### src/rtl/dma_len_pkg.sv
package dma_len_pkg;
    localparam int          STAT_TC_BIT   = 4;
    localparam int          STAT_INT_BIT  = 7;
    localparam logic [7:0]  INTR_SVC_CODE = 8'h10;
endpackage

### src/rtl/dlc_min.sv
module dlc_min #(
    parameter int W = 17
) (
    input  logic [W-1:0] a_i,
    input  logic [W-1:0] b_i,
    output logic [W-1:0] y_o
);
    assign y_o = (a_i < b_i) ? a_i : b_i;
endmodule

### src/rtl/dlc_len_calc.sv
module dlc_len_calc #(
    parameter int CNT_W     = 16,
    parameter int RES_W     = 24,
    parameter int CMD_LIMIT = 32
) (
    input  logic [CNT_W/2-1:0]     lo_i,
    input  logic [CNT_W/2-1:0]     mid_i,
    input  logic                   cmd_i,
    input  logic signed [RES_W-1:0] residual_i,
    output logic [CNT_W:0]         len_o
);
    localparam int LEN_W = CNT_W + 1;

    logic [CNT_W-1:0] prog;
    logic [LEN_W-1:0] prog_len;
    logic [RES_W-1:0] mag;
    logic [RES_W-1:0] bound;
    logic [RES_W-1:0] wide_len;

    assign prog     = {mid_i, lo_i};
    // a zero count stands for the full 2^CNT_W range
    assign prog_len = (prog == '0) ? (LEN_W'(1) << CNT_W) : {1'b0, prog};
    assign mag      = residual_i[RES_W-1] ? $unsigned(-residual_i) : $unsigned(residual_i);
    assign bound    = cmd_i ? RES_W'(CMD_LIMIT) : mag;

    dlc_min #(.W(RES_W)) u_len_min (
        .a_i (RES_W'(prog_len)),
        .b_i (bound),
        .y_o (wide_len)
    );

    assign len_o = wide_len[LEN_W-1:0];
endmodule

### src/rtl/dma_len_ctl.sv
module dma_len_ctl
    import dma_len_pkg::*;
#(
    parameter int CNT_W     = 16,
    parameter int RES_W     = 24,
    parameter int CMD_LIMIT = 32
) (
    input  logic                       clk,
    input  logic                       rst_n,
    input  logic                       start_i,
    input  logic                       cmd_phase_i,
    input  logic [CNT_W/2-1:0]         cnt_lo_i,
    input  logic [CNT_W/2-1:0]         cnt_mid_i,
    input  logic signed [RES_W-1:0]    residual_i,
    input  logic                       offer_i,
    input  logic [CNT_W:0]             offer_len_i,
    output logic                       req_o,
    output logic [CNT_W:0]             req_len_o,
    input  logic                       ack_i,
    input  logic [CNT_W:0]             ack_len_i,
    input  logic                       intr_ack_i,
    output logic [CNT_W:0]             remain_o,
    output logic signed [RES_W-1:0]    residual_o,
    output logic                       active_o,
    output logic                       done_o,
    output logic                       cmd_done_o,
    output logic [7:0]                 stat_o,
    output logic [7:0]                 intr_o,
    output logic [CNT_W/2-1:0]         cnt_lo_o,
    output logic [CNT_W/2-1:0]         cnt_mid_o
);
    localparam int LEN_W  = CNT_W + 1;
    localparam int BYTE_W = CNT_W / 2;

    typedef struct packed {
        logic [LEN_W-1:0]        remain;
        logic signed [RES_W-1:0] residual;
        logic [LEN_W-1:0]        avail;
        logic                    active;
        logic                    started;
        logic                    cmd;
        logic                    tc;
        logic                    irq;
        logic [7:0]              intr;
        logic [BYTE_W-1:0]       cnt_lo;
        logic [BYTE_W-1:0]       cnt_mid;
        logic                    done;
        logic                    cmd_done;
    } ctl_st_t;

    ctl_st_t s_q, s_d;

    logic [LEN_W-1:0]        start_len;
    logic [LEN_W-1:0]        data_req_len;
    logic [LEN_W-1:0]        take;
    logic signed [RES_W-1:0] step;

    dlc_len_calc #(.CNT_W(CNT_W), .RES_W(RES_W), .CMD_LIMIT(CMD_LIMIT)) u_len (
        .lo_i       (cnt_lo_i),
        .mid_i      (cnt_mid_i),
        .cmd_i      (cmd_phase_i),
        .residual_i (residual_i),
        .len_o      (start_len)
    );

    dlc_min #(.W(LEN_W)) u_req_min (
        .a_i (s_q.remain),
        .b_i (s_q.avail),
        .y_o (data_req_len)
    );

    assign req_len_o = s_q.cmd ? s_q.remain : data_req_len;
    assign req_o     = s_q.active && (s_q.remain != '0) && (s_q.cmd || (s_q.avail != '0));

    dlc_min #(.W(LEN_W)) u_ack_clip (
        .a_i (ack_len_i),
        .b_i (req_len_o),
        .y_o (take)
    );

    assign step = $signed(RES_W'(take));

    always_comb begin
        logic                    fin;
        logic                    to_dev;
        logic [LEN_W-1:0]        remain_nx;
        logic [LEN_W-1:0]        avail_nx;
        logic signed [RES_W-1:0] res_nx;

        s_d         = s_q;
        s_d.done    = 1'b0;
        s_d.cmd_done = 1'b0;
        fin         = 1'b0;
        to_dev      = (s_q.residual < 0);
        remain_nx   = s_q.remain - take;
        avail_nx    = s_q.avail - take;
        res_nx      = to_dev ? (s_q.residual + step) : (s_q.residual - step);

        if (intr_ack_i) begin
            s_d.irq  = 1'b0;
            s_d.intr = '0;
        end

        if (ack_i && req_o) begin
            s_d.remain = remain_nx;
            if (s_q.cmd) begin
                if (remain_nx == '0) begin
                    s_d.active   = 1'b0;
                    s_d.cmd_done = 1'b1;
                end
            end else begin
                s_d.avail    = avail_nx;
                s_d.residual = res_nx;
                if (avail_nx != '0) begin
                    fin = 1'b1;
                end else if (!to_dev && (remain_nx == '0) && (res_nx > 0)) begin
                    fin = 1'b1;
                end
            end
        end else if (offer_i && !s_q.cmd) begin
            s_d.avail = offer_len_i;
            if ((s_q.remain == '0) && s_q.started && (s_q.residual <= 0)) begin
                fin = 1'b1;
            end
        end

        if (start_i) begin
            s_d.remain   = start_len;
            s_d.residual = residual_i;
            s_d.avail    = '0;
            s_d.active   = 1'b1;
            s_d.started  = !cmd_phase_i;
            s_d.cmd      = cmd_phase_i;
            s_d.tc       = 1'b0;
            s_d.cnt_lo   = cnt_lo_i;
            s_d.cnt_mid  = cnt_mid_i;
            s_d.done     = 1'b0;
            s_d.cmd_done = 1'b0;
        end else if (fin) begin
            s_d.done    = 1'b1;
            s_d.tc      = 1'b1;
            s_d.irq     = 1'b1;
            s_d.intr    = INTR_SVC_CODE;
            s_d.cnt_lo  = '0;
            s_d.cnt_mid = '0;
            s_d.active  = 1'b0;
            s_d.started = 1'b0;
        end
    end

    always_ff @(posedge clk or negedge rst_n) begin
        if (!rst_n) begin
            s_q <= '0;
        end else begin
            s_q <= s_d;
        end
    end

    always_comb begin
        stat_o               = '0;
        stat_o[STAT_TC_BIT]  = s_q.tc;
        stat_o[STAT_INT_BIT] = s_q.irq;
    end

    assign remain_o   = s_q.remain;
    assign residual_o = s_q.residual;
    assign active_o   = s_q.active;
    assign done_o     = s_q.done;
    assign cmd_done_o = s_q.cmd_done;
    assign intr_o     = s_q.intr;
    assign cnt_lo_o   = s_q.cnt_lo;
    assign cnt_mid_o  = s_q.cnt_mid;


    done_loads_status_chk: assert property (@(posedge clk) disable iff (!rst_n)
        done_o |-> (stat_o[STAT_TC_BIT] && stat_o[STAT_INT_BIT] && intr_o == INTR_SVC_CODE
                    && cnt_lo_o == '0 && cnt_mid_o == '0 && !active_o));


    start_clears_tc_chk: assert property (@(posedge clk) disable iff (!rst_n)
        start_i |=> (!stat_o[STAT_TC_BIT] && active_o && remain_o <= (LEN_W'(1) << CNT_W)));


    ack_never_grows_chk: assert property (@(posedge clk) disable iff (!rst_n)
        (ack_i && req_o && !start_i) |=> (remain_o <= $past(remain_o)));


    req_len_bound_chk: assert property (@(posedge clk) disable iff (!rst_n)
        req_o |-> (req_len_o != '0 && req_len_o <= remain_o));


    cmd_fetch_empty_chk: assert property (@(posedge clk) disable iff (!rst_n)
        cmd_done_o |-> (remain_o == '0 && !active_o && !done_o));


    intr_ack_drops_irq_chk: assert property (@(posedge clk) disable iff (!rst_n)
        (intr_ack_i && !ack_i && !offer_i) |=> !stat_o[STAT_INT_BIT]);
endmodule

### config.mk
export PLATFORM = sky130hd
export DESIGN_NAME = dma_len_ctl
export DESIGN_NICKNAME = d
export VERILOG_FILES = /design/src/rtl/dma_len_pkg.sv /design/src/rtl/dlc_min.sv /design/src/rtl/dlc_len_calc.sv /design/src/rtl/dma_len_ctl.sv
export SDC_FILE = /design/constraint.sdc
export NUM_CORES = 1
export LEC_CHECK = 0
export ABC_AREA = 1
export ABC_CLOCK_PERIOD_IN_PS = 7900
export BUFFER_PORTS_ARGS = -buffer_cell sky130_fd_sc_hd__clkbuf_2
export CORE_ASPECT_RATIO = 2
export CORE_MARGIN = 2
export CORE_UTILIZATION = 58
export DETAILED_ROUTE_END_ITERATION = 7
export HOLD_SLACK_MARGIN = 0.08
export PLACE_DENSITY = 0.94
export SYNTH_ARGS = -nofsm -noshare
export SYNTH_HDL_FRONTEND = slang
export SYNTH_SLANG_ARGS = --single-unit
### constraint.sdc
create_clock -name clk -period 7.9 [get_ports clk]
set_input_delay 1.185 -clock clk [delete_from_list [all_inputs] [get_ports clk]]
set_output_delay 1.185 -clock clk [all_outputs]
set_load 0.01 [all_outputs]
# After elaboration in Yosys (flattened, before gate mapping)
# Index checks and enable logic that the tools add are counted.
[totals]
out_inout_bits = 94
ff_bits = 89
inputBits = 81
[classes]
n_eq_ne = 2
addsub = 5
reduce_logical = 27
order_cmp = 6
mux = 33
[ops]
columns = ["operator", "n"]
rows = [
  ["17-bit 2-to-1 mux", 8],
  ["41-bit 2-to-1 mux", 2],
  ["24-bit 2-to-1 mux", 3],
  ["58-bit 2-to-1 mux", 1],
  ["17-bit nonzero test", 3],
  ["17-bit logical NOT", 2],
  ["17-bit < comparator", 2],
  ["17-bit subtractor", 2],
  ["27-bit 2-to-1 mux", 1],
  ["24-bit by 18-bit adder with 24-bit output", 1],
  ["24-bit by 1-bit > comparator with 1-bit output (second input constant)", 1],
  ["24-bit by 1-bit <= comparator with 1-bit output (second input constant)", 1],
  ["17-bit by 24-bit < comparator with 1-bit output", 1],
  ["24-bit by 1-bit < comparator with 1-bit output (second input constant)", 1],
  ["24-bit negator", 1],
  ["24-bit by 18-bit subtractor with 24-bit output", 1],
  ["9-bit 2-to-1 mux", 2],
  ["16-bit logical NOT", 1],
  ["1-bit 2-to-1 mux", 14],
  ["3-bit nonzero test", 4],
  ["1-bit logical AND", 8],
  ["2-bit 2-to-1 mux", 2],
  ["2-bit AND reduction", 2],
  ["2-bit nonzero test", 2],
  ["5 further kinds", 7],
]

# Logic depth before layout (Yosys ltp)
[logic_depth]
depth_word = 15
ltp_mapped = 59
ltp_nobuf = 56

# Hierarchy
# A second synthesis with hierarchy kept.
[hier_totals]
hier_cells = 2046
hier_area_um2 = 12388.1
[modules_own_cells]
columns = ["module", "n_inst", "cells_per_inst", "area_each_um2"]
rows = [
  ["dma_len_ctl", 1, 1381, 8818.5],
  ["dlc_min at u_ack_clip ...", 2, 135, 714.4],
  ["dlc_min at u_len.u_len_min", 1, 193, 1166.1],
  ["dlc_len_calc", 1, 202, 974.7],
]

# Least setup slack after synthesis
# OpenSTA, ideal clock, no wires.
[synth_timing]
path_type = "reg2reg"
start = "register s_q (netlist bit remain_o[16])"
end = "register s_q (netlist bit cnt_lo_o[5])"
t_arrival_ps = 6818
path_stages_with_launch = 50
synth_period_minus_slack_ps = 6937
slack_ps = 963
setup_ps = 119
cell_sequence = "dfrtp_1 -> ha_1 -> a21o_1 -> nor2_1 -> nand2_1 -> nor2_1 -> nand2_2 -> nand2_4 -> clkbuf_1 -> clkbuf_1 -> o21ai_0 -> ha_1 -> nand4_1 -> nor3_1 -> nand4_1 -> nor2_1 -> a21oi_4 -> nand2_4 -> [... 14 more ...] -> o221ai_1 -> nor2_1 -> o21ai_0 -> nand3_1 -> nand2_1 -> a21boi_0 -> o21ai_0 -> xor2_1 -> inv_1 -> nand3_1 -> nand2_1 -> nor2_1 -> nand3_2 -> nand2_2 -> nand2_4 -> buf_8 -> nand4_1 -> nand2_1"
[synth_via]
elab_chain_len = 14
elab_cells_between_ends = 29
[synth_rtl]
columns = ["item", "line_no", "text"]
rows = [
  ["from (decl)", "dma_len_ctl.sv:51", "ctl_st_t s_q, s_d;"],
  ["from (signal assigned)", "dma_len_ctl.sv:153", "s_q <= '0;"],
  ["from (signal assigned)", "dma_len_ctl.sv:155", "s_q <= s_d;"],
  ["17-bit < comparator", "dlc_min.sv:8", "assign y_o = (a_i < b_i) ? a_i : b_i;"],
  ["17-bit 2-to-1 mux", "dlc_min.sv:8", ""],
  ["17-bit 2-to-1 mux", "dma_len_ctl.sv:72", "assign req_len_o = s_q.cmd ? s_q.remain : data_req_len;"],
  ["17-bit < comparator", "dlc_min.sv:8", ""],
  ["17-bit 2-to-1 mux", "dlc_min.sv:8", ""],
  ["24-bit by 18-bit subtractor with 24-bit output, or another cell as far along", "dma_len_ctl.sv:97", "res_nx = to_dev ? (s_q.residual + step) : (s_q.residual - step);"],
  ["24-bit 2-to-1 mux / 17-bit logical NOT (equally long branches)", "dma_len_ctl.sv:97, dma_len_ctl.sv:116", ""],
  ["24-bit by 1-bit > comparator with 1-bit output / 1-bit logical AND (equally long branches)", "dma_len_ctl.sv:116", "end else if (!to_dev && (remain_nx == '0) && (res_nx > 0)) begin"],
  ["1-bit logical AND", "dma_len_ctl.sv:116", ""],
  ["1-bit 2-to-1 mux", "dma_len_ctl.sv:116", ""],
  ["1-bit 2-to-1 mux", "dma_len_ctl.sv:114", "if (avail_nx != '0) begin"],
  ["1-bit 2-to-1 mux", "dma_len_ctl.sv:106", "if (s_q.cmd) begin"],
  ["1-bit 2-to-1 mux (*)", "dma_len_ctl.sv:104", "if (ack_i && req_o) begin"],
  ["2-bit nonzero test (no source line) (*)", "--", ""],
]
# Every way passes the cells marked *; elsewhere a longest branch is shown, timed or not.
# A chain may end at the register's enable or synchronous reset.

# Final worst setup path
[layout_timing]
start = "register s_q[42] in the netlist's numbering"
end = "register s_q (netlist bit stat_o[4])"
# Same word-level chain as after synthesis.

==> reports/results.txt <==
Total gr overflow: 0
Syn Inst Count: 1420
CTS sink cnt: 89
Setup Skew: 13.6 ps
CP max FO: 16
Req. time, crit path: 8160 ps
DIE WIDTH: 96.8 um
Worst setup EP type: register
Measured slew at the worst slew-check pin: 947 ps
Top cells by area, synth: dfrtp_1 22%, ha_1 13%, nand2_1 11%, inv_1 6.9%, buf_4 5.6%
Fin Setup TNS: 0 ps
CP Launch Type: register
Flop and latch count out of synthesis: 89
Max stage delay on crit path: 430 ps
Slew headroom: 36.7%
GR Util All Layers: 37.8%
Max Root-Sink Buffers: 2
GRT met3 Usage: 4.89%
Initial drt markers: 942
Slowest CP cell: dfrtp_1
Post-synth EDFFs: 0
RD Place Congestion: 1.05
DR WL/cell: 20.5 um
FMAX: 132 MHz
Fill cells: 1485
Detailed Place HPWL: 28.1 mm
Post-synth top flop: dfrtp_1
Synth area leader: dfrtp_1
Area Overhead vs Synth: 11.3%
Async SR Flop Fraction: 100%
Count of cell types in the netlist: 56
Largest net degree at the start of global routing: 55
Hold Path End: stat_o[7]
Met2 track demand over resource: 64.6%
Worst-path clk slew: 80 ps
Slew Limit Fails: 0
CTS Root Cell: clkbuf_16
Vias: 10700
Area of the multi-input gates: 6410 um^2
Final setup viols: 0
Vias in the first global route: 10500
IO Count: 175
Initial antenna violation count: 0
Mean post-synth cell area: 7.04 um^2
Most frequent cells in the layout: 291 x nand2_1, 184 x inv_1, 167 x clkbuf_2, 101 x ha_1, 96 x a21oi_1
Detailed Route WL: 35.6 mm
Core area: 16800 um^2
Commonest non-fill, non-tap cell in the layout: nand2_1
Drt drc: 0
Met1 Use GR: 38.7%
Clock buffers created by TritonCTS: 9
Worst Hold Depth: 2
Run status: complete, no violations
Minimum clock period: 7550 ps
Reg2reg start: s_q[42]
Max-cap viol count: 0
Reg area: 2230 um^2
Layout cell share with drive strength beyond 1: 20.3%
Synth warn: 0
Fin crit share: 95.6%
PortBufs: 168
CTS tree: done
Busiest grt layer: met2
Detailed Routing Iterations Pass 1: 5
Starting Density: 59.3%
Worst hold slack: 491 ps
Critical Path Most Common Cell: nand2_1
Final Hold Fails: 0
H-tree Lvls: 3
Register-to-Register Setup Slack: 350 ps
Hold Crit Class: reg -> reg
Worst r2r path cells: 43
Nets: 1712
Synth top area share: 22.3%
Critical path class: reg -> reg
Antenna-violating nets left: 0
Antenna Cells: 0
Num rows: 67
Chip height: 190 um
FF-to-FF End: stat_o[4]
CP arrival: 7810 ps
Die area: 18400 um^2
Worst hold start: stat_o[7]
Register area share after synthesis: 22.3%
Via density: 6.15
Post-synthesis cell area: 10000 um^2
First-pass GRT wire length: 54.6 mm
Clock Latency Late Sink: 370 ps
==> final cells by class <==
cell class	instances	area share, %
Tap cell	207	2.33
Clock inverter	7	0.731
Multi-Input combinational cell	1018	57.6
Clock buffer	9	2.02
Timing Repair Buffer	216	10.9
Inverter	190	6.41
Sequential cell	89	20.0
==> flip-flops by register name, summed over array words and instances (netlist names) <==
register	flops
intr_o	8
done_o	1
active_o	1
remain_o	17
cmd_done_o	1
residual_o	24
s_q	19
cnt_lo_o	8
stat_o	2
cnt_mid_o	8
==> worst max path at each step <==
stage	start	endpoint	slack [ps]
after global routing	remain_o[16]	stat_o[4]	-30
final	s_q[42]	stat_o[4]	350
after detailed placement	remain_o[16]	intr_o[6]	-820
after CTS	remain_o[16]	intr_o[6]	60
after floorplan	remain_o[16]	cnt_lo_o[5]	960
after global placement	remain_o[16]	intr_o[0]	-650
==> critical path, delay by kind of cell, from the launching register on <==
family                   cells  cell delay, ps
AND/OR/NAND/NOR             24            3350
AO/OA/AOI/OAI                9            1690
adder cells (fa/ha/maj)      3             990
buffers and inverters        6             740
flip-flops                   1             430
XOR/XNOR                     1             240
==> repair_timing <==
| action | 4_1_cts | 5_1_grt |
|---|---|---|
| cloned | 0 | 2 |
| buffers inserted | 1 | 14 |
| hold buffers | 0 | 0 |
| pin swaps | 1 | 13 |
| endpoints found under the setup margin | 32 | 30 |
| resized for setup | 9 | 32 |
==> layer usage <==
layer / wire length (um) / up-vias
met3: 2660 / 226
met5: 0 / -
met1: 11500 / 4867
met2: 17200 / 669
met4: 4170 / 0
li1: - / 4913
==> Yosys cell counts, types with 4 or more instances <==
cell type,count
nand4_1,36
o21bai_1,8
dfrtp_1,89
o211ai_1,29
a21boi_0,4
nor3_1,17
o21ai_0,82
clkbuf_1,45
buf_2,6
nand2_1,292
ha_1,104
o221ai_1,22
a211oi_1,10
o22ai_1,12
a21oi_1,96
a21o_1,5
buf_4,74
a21oi_2,9
a22oi_1,5
nand2_2,21
nor2_1,72
nand3b_1,9
nand2_4,7
xor2_1,50
nor4_1,17
nand3_1,47
xnor2_1,13
inv_1,184
o21ai_1,4
==> cell families (layout without fill, tap and decap cells) <==
kind of cell               Yosys count  after routing  synth area share [%]
buffers and inverters              320            422                  15.2
other                                1              6                0.0375
DFF                                 89             89                  22.3
and+or+nand+nor                    537            539                  24.7
AOI/OAI and AO/OA                  303            303                  18.6
xor gates and xnor gates            63             63                  5.52
adders and majority gates          107            107                  13.6
==> stage by stage <==
stage / cell area [um^2] / utilization (%) / cells / setup WS (ps)
6_report: 11100 / 66.0 / 1736 / 345
5_1_grt: 11100 / 66.0 / 1736 / -27.8
4_1_cts: 10900 / 64.6 / 1720 / 56.4
3_5_place_dp: 10600 / 62.7 / 1703 / -819
3_3_place_gp: 10600 / 62.7 / 1703 / -650
2_1_floorplan: 10000 / - / 1425 / 963
Power is not shown: default switching activity piles up to over one toggle a cycle in this logic, so the estimate is an artifact.
